`config.mk`:
```
export PLATFORM = sky130hd
export DESIGN_NAME = gpio_edge16
export DESIGN_NICKNAME = d
export VERILOG_FILES = /design/src/rtl/gpio_edge16.sv
export SDC_FILE = /design/constraint.sdc
export NUM_CORES = 1
export LEC_CHECK = 0
export ABC_AREA = 1
export BUFFER_PORTS_ARGS = -buffer_cell sky130_fd_sc_hd__buf_2
export CAP_MARGIN = 25
export CORE_MARGIN = 4
export CORE_UTILIZATION = 57
export DETAILED_ROUTE_END_ITERATION = 16
export PLACE_DENSITY = 0.82
export SKIP_LAST_GASP = 1
export SLEW_MARGIN = 10
export SYNTH_ARGS = -nofsm -noshare
export SYNTH_HDL_FRONTEND = slang
export SYNTH_SLANG_ARGS = --single-unit
```
`constraint.sdc`:
```
create_clock -name clk -period 1.08 [get_ports clk]
set_input_delay 0.054 -clock clk [delete_from_list [all_inputs] [get_ports clk]]
set_output_delay 0.054 -clock clk [all_outputs]
set_load 0.02 [all_outputs]
```
`src/rtl/gpio_edge16.sv`:
```
module gpio_edge16 #(
  parameter int W  = 16,
  parameter int AW = 8
) (
  input  logic          clk,
  input  logic          rst_n,
  input  logic          bus_valid,
  input  logic          bus_write,
  input  logic [1:0]    bus_size,
  input  logic [AW-1:0] bus_addr,
  input  logic [W-1:0]  bus_wdata,
  output logic [W-1:0]  bus_rdata,
  input  logic [W-1:0]  pin_in,
  output logic [W-1:0]  pad_out,
  output logic [W-1:0]  pad_en,
  output logic          irq
);
  localparam logic [1:0]    SZ_HALF = 2'd1;
  localparam logic [AW-1:0] A_IN   = AW'('h00);
  localparam logic [AW-1:0] A_OUT  = AW'('h04);
  localparam logic [AW-1:0] A_DIR  = AW'('h08);
  localparam logic [AW-1:0] A_POL  = AW'('h0C);
  localparam logic [AW-1:0] A_MASK = AW'('h10);
  localparam logic [AW-1:0] A_STAT = AW'('h14);
  localparam logic [AW-1:0] A_PEN  = AW'('h18);

  logic [W-1:0] sync_a, sync_b, sync_prev;
  logic [W-1:0] out_q, dir_q, pol_q, mask_q, stat_q, pen_q;
  logic [W-1:0] rise, fall, hit, clr;
  logic         acc_ok, wr, rd;

  assign acc_ok = bus_valid && (bus_size == SZ_HALF);
  assign wr     = acc_ok && bus_write;
  assign rd     = acc_ok && !bus_write;

  assign rise = sync_b & ~sync_prev;
  assign fall = ~sync_b & sync_prev;
  assign hit  = ((rise & pol_q) | (fall & ~pol_q)) & dir_q & ~mask_q;
  assign clr  = (wr && bus_addr == A_STAT) ? bus_wdata : '0;

  always_ff @(posedge clk or negedge rst_n) begin
    if (!rst_n) begin
      sync_a    <= '0;
      sync_b    <= '0;
      sync_prev <= '0;
    end else begin
      sync_a    <= pin_in;
      sync_b    <= sync_a;
      sync_prev <= sync_b;
    end
  end

  always_ff @(posedge clk or negedge rst_n) begin
    if (!rst_n) begin
      out_q  <= '1;
      dir_q  <= '1;
      pol_q  <= '1;
      mask_q <= '1;
      pen_q  <= '1;
    end else if (wr) begin
      case (bus_addr)
        A_OUT:   out_q  <= bus_wdata;
        A_DIR:   dir_q  <= bus_wdata;
        A_POL:   pol_q  <= bus_wdata;
        A_MASK:  mask_q <= bus_wdata;
        A_PEN:   pen_q  <= bus_wdata;
        default: ;
      endcase
    end
  end

  always_ff @(posedge clk or negedge rst_n) begin
    if (!rst_n) stat_q <= '0;
    else        stat_q <= (stat_q & ~clr) | hit;
  end

  always_comb begin
    bus_rdata = '0;
    if (rd) begin
      case (bus_addr)
        A_IN:    bus_rdata = sync_b & pen_q;
        A_OUT:   bus_rdata = out_q;
        A_DIR:   bus_rdata = dir_q;
        A_POL:   bus_rdata = pol_q;
        A_MASK:  bus_rdata = mask_q;
        A_STAT:  bus_rdata = stat_q;
        A_PEN:   bus_rdata = pen_q;
        default: bus_rdata = '0;
      endcase
    end
  end

  assign pad_en  = ~dir_q;
  assign pad_out = out_q & ~dir_q;
  assign irq     = |stat_q;
endmodule

```
; ---- Word-level counts from Yosys, hierarchy flattened
; Cells that the tools add are included.
[word_totals]
regBits = 144
inputBits = 46
output_inout_bits = 49
elab_cells = 48
[classes]
eq_ne = 7
muxes = 3
bitwise_logic = 17
reduce_logical = 12
[ops]
columns = op, n
row1 = $and 16x16->16, 9
row2 = $pmux 16 s7, 1
row3 = $not 16->16, 6
row4 = $mux 16, 2
row5 = $or 16x16->16, 2
row6 = $eq 8x5->1 const B, 3
row7 = $eq 8x4->1 const B, 2
row8 = $reduce_or 16->1, 1
row9 = $reduce_and 2->1, 5
row10 = $eq 8x3->1 const B, 1
row11 = $logic_not 8->1, 1
row12 = $logic_and 1x1->1, 4
row13 = $eq 2x1->1 const B, 1
row14 = $logic_not 1->1, 1

; ---- Logic depth before layout (Yosys ltp)
[depth]
word_depth = 8
mapped_depth = 10
depth_no_buf = 9

; ---- Worst setup path after synthesis
; No wires, ideal clock.
[synth_timing]
kind = input to output
from = in bus_addr[5]
to = out bus_rdata[14]
t_arrival_ns = 1.157
t_required_ns = 1.026
slack_ns = -0.131
path_stages = 8
n_path_buf = 1
cell_sequence = nor2_2 > nand2_2 > clkinv_2 > buf_2 > nand3_1 > nand2_1 > nor2_1 > a21oi_1
[synth_between]
elab_chain_cells = 3
elab_cells_between_ends = 9
cone_classes = eq/ne: 6 / mux: 2 / reduce/logical: 1
[synth_rtl]
columns = item, line
row1 = "start, declared", 10  ; input logic [AW-1:0] bus_addr,
row2 = "$eq 8x5->1, or another cell as far along", 80  ; case (bus_addr)
row3 = $pmux 16 s7 *, 80
row4 = $mux 16 *, 79  ; if (rd) begin
row5 = "end, declared", 12  ; output logic [W-1:0] bus_rdata,
; Mark *: on every way between the ends. The rest lies on a longest branch, timed or not.

; ---- Final worst setup path
[layout_timing]
from = reg stat_q[6]
to = out irq
[layout_between]
elab_chain_cells = 1
[layout_rtl]
columns = item, line
row1 = "start, declared", 28  ; logic [W-1:0] out_q, dir_q, pol_q, mask_q, stat_q, pen_q;
row2 = "start signal, assigned", 74  ; else stat_q <= (stat_q & ~clr) | hit;
row3 = $reduce_or 16->1, 95  ; assign irq = |stat_q;
row4 = "end, declared", 16  ; output logic irq
; Every way passes these cells.

==> results summary <==
The layout has 571 filler cells. The overall routing resource usage came out at 30.3%. The detail route stage leaves a number of antenna-violating nets equal to 0. The number of antenna cells inserted came out at 0. The actual slew at the worst max-slew pin came out at about 480 ps. The minimum setup slack after placement is -350 ps.

The initial core utilization came out at around three fifths. The checks that failed: negative setup slack. The summed area of non-filler cells in the final layout is 9670 um^2.

In this run, distinct cell masters in the synthesized netlist total 27. The total nets after synthesis came out at 858. The run finished, with violations left. After detailed routing, the number of remaining DRC violations is 0. The core footprint came out at 11600 um^2. The total power after layout came out at between 10 and 15 mW. The vias after detailed routing came out at roughly 7000.

The kind of path behind the tightest hold check is in2async. The count of final max-slew check failures is 0. The die width is roughly 120 um. The final layout contains routed wiring with a total length of 22.5 mm. Across the routed clock network, the largest skew measured is 9.44 ps. The number of warnings reported in the yosys synthesis log came out at 0. The area of all sequential standard cells is 3700 um^2. By startpoint and endpoint, the worst setup path is classified as reg2out. The arithmetic-cell share of the synthesized area counting full adders, half adders and majority gates is 0%.

The number of standard cells after synthesis came out at 812. Routability-driven placement finished with a final weighted congestion of 0.847. Pin placement for this block handled 95 I/O pins. The HPWL after detailed placement is 12.3 mm.

In this run the vertical extent of the chip is approximately 120 um. The cell area after technology mapping is 6800 um^2. The area of combinational cells with multiple inputs came out at 2830 um^2. The mean cell area of the mapped netlist is 8.37 um^2.

The capturing element type of the critical path is an output pin. The number of global-route vias before repair came to 6374. The TritonCTS clock tree is done. By area, the combinational part of the netlist is dominated by simple AND/OR/NAND/NOR gates. Timing would allow up to 0.533 GHz. After Yosys synthesis, and, or, nand and nor cells account for between 20 and 30% of the synthesized area. The most common cell after layout, fill and taps aside is sky130_fd_sc_hd__nand2_1. The die footprint is 13700 um^2. The share of synthesized area in the top cell type comes to approximately 31%. The detail-routed via count per cell came out at 5.97. The sequential area share after synthesis is 54.5%. Dividing the final minimum period by the clock period gives 174%. The clock root buffer is sky130_fd_sc_hd__clkbuf_16. Dividing the detail-routed wire length by the instance count gives 19.2 um.

The peak ir drop on the vdd network is 0.00157 V. The critical path data required time is 1030 ps. The number of clock buffers added by TritonCTS is 17.

The fraction of layout instances using a drive strength above 1 came out at 41.1%. The worst register-to-register path begins at dir_q[3]$_DFFE_PN1P_. Entering global routing, the biggest net connects 38 pins. The number of antenna violations at the first check in global routing came out at 0.

In this run the number of H-tree levels came out at 4. Global routing finished with a remaining overflow of 0. For this design the static power due to leakage is 4.28 nW. The power density over the cells is 1310 nW/um^2. The largest fanout on the critical path is 2.

The top cell types in the final layout, fill and taps aside, are sky130_fd_sc_hd__nand2_1, sky130_fd_sc_hd__o21ai_0, sky130_fd_sc_hd__nand3_1. In this run the core area contains 39 standard-cell rows. The shortest clock period the worst path allows after layout is 1880 ps. The number of endpoints failing setup at the final stage is 55.

The launching element of the worst setup path is stat_q[6]$_DFF_PN0_. The sort of element at the start of the critical path is a flop. The number of buffer cells added on primary ports is 94. Once layout is complete, the utilization of the core stands at 83.6%. The mux contribution to synthesized area came out at 0%. The total cell area at the placement stage came out at 8090 um^2. The clock transition time at the flip-flop clock pins of the worst setup and hold paths is 70 ps. The register bit count reported by yosys is 144.

The detailed router finished its first iteration with 876 violations. The clock latency of the later-clocked register in the worst-skew pair is around 430 ps. The first detailed-routing pass ran for 6 iterations. The wire length of the first global-routing pass is roughly 32 mm. The xor/xnor cell area share of the yosys netlist came out at 0%. Across the run, the number of max-cap violations was 0.

The post-layout worst setup margin came out at -797 ps. The clock passes through at most 2 buffers. The clock sink count came out at 144. The critical path data arrival time came out at 1820 ps. Setup repair after global routing could not meet its margin everywhere. The number of hold violations in the final report is 0. The synthesized-area fraction occupied by ao, oa, aoi and oai cells is 11.3%.

After the last flow step, the layout net total stands at 1066. The area added between synthesis and finish came out at 42.3%. By area the synthesized netlist is led by sky130_fd_sc_hd__dfstp_2, sky130_fd_sc_hd__dfrtp_1, sky130_fd_sc_hd__nand2_1, sky130_fd_sc_hd__o21ai_0, sky130_fd_sc_hd__nand3_1.

The biggest area contributor in the post-synthesis netlist is sky130_fd_sc_hd__dfstp_2. Measured against its own limit, the worst slew margin works out to 67.9%.
==> critical path, stage by stage (launching register included) <==
cell and delay, ps:
sky130_fd_sc_hd__dfrtp_1 380, sky130_fd_sc_hd__nor4_1 470, sky130_fd_sc_hd__nand4_1 290, sky130_fd_sc_hd__buf_4 250
==> power breakdown <==
part	switching, mW	internal [mW]
Clock	2.29	3.93
Combinational	0.456	0.332
Sequential	0.105	5.56
==> state kept, by name, indices dropped and copies added (netlist names) <==
name / flops
dir_q: 16
mask_q: 16
out_q: 16
pen_q: 16
pol_q: 16
stat_q: 16
sync_a: 16
sync_b: 16
sync_prev: 16
==> synthesized netlist by cell type, drive strengths merged <==
cell type	number
a21oi	30
buf	22
clkbuf	11
clkinv	1
dfrtp	64
dfstp	80
inv	95
nand2	211
nand3	88
nand4	3
nor2	72
nor3	17
nor4	5
o21ai	113
==> layout make-up <==
class                      instances  share of cell area (%)
inverter                          96                    3.87
tap                              143                    1.85
clock buffer                      23                    4.74
multi-input combinational        539                    29.2
sequential                       144                    38.3
clock inverter                     9                    1.64
timing repair buffer             222                    20.4
==> what timing repair did <==
item / 4_1_cts / 5_1_grt
hold buffers: 33 / 0
hold endpoints to repair: 238 / 0
buffers inserted: 2 / 15
gates resized for setup: 74 / 110
endpoints found under the setup margin: 49 / 72
pin swaps: 12 / 29
==> per-layer routing <==
metal  vias up  GRT usage (%)  routed length (um)
met5         -              0                   0
met4         0           13.5                 932
met3       115           8.48                2370
met2       532           47.6               10900
met1      3338           39.5                8380
li1       3035              -                   -
==> cells by family after synthesis <==
logic type	count (synthesis)
and+or+nand+nor	396
DFF	144
AOI/OAI and AO/OA	143
buffers and inverters	129
==> path summary, 6_finish.rpt <==
kind	endpoint	slack (ps)	cells past startpoint
worst max register to register	stat_q[3]$_DFF_PN0_	-90	6
worst min-delay path	sync_prev[2]$_DFF_PN0_	7	2
worst max-delay path	irq	-800	3
max in group asynchronous	mask_q[0]$_DFFE_PN1P_	530	3
worst min register to register	sync_b[7]$_DFF_PN0_	340	0
min in group clk	sync_a[14]$_DFF_PN0_	250	2
==> stage by stage <==
step / instances / setup TNS [ps] / hold WS [ps]
global placement: 1096 / -21980 / -110
floorplan: 812 / -107 / -242
finish: 1176 / -16720 / 7.05
detailed placement: 1096 / -24430 / -110
CTS: 1162 / -15220 / 5.55
global route: 1176 / -19150 / 33.3
Note: power is estimated with default switching activity, not from simulation.
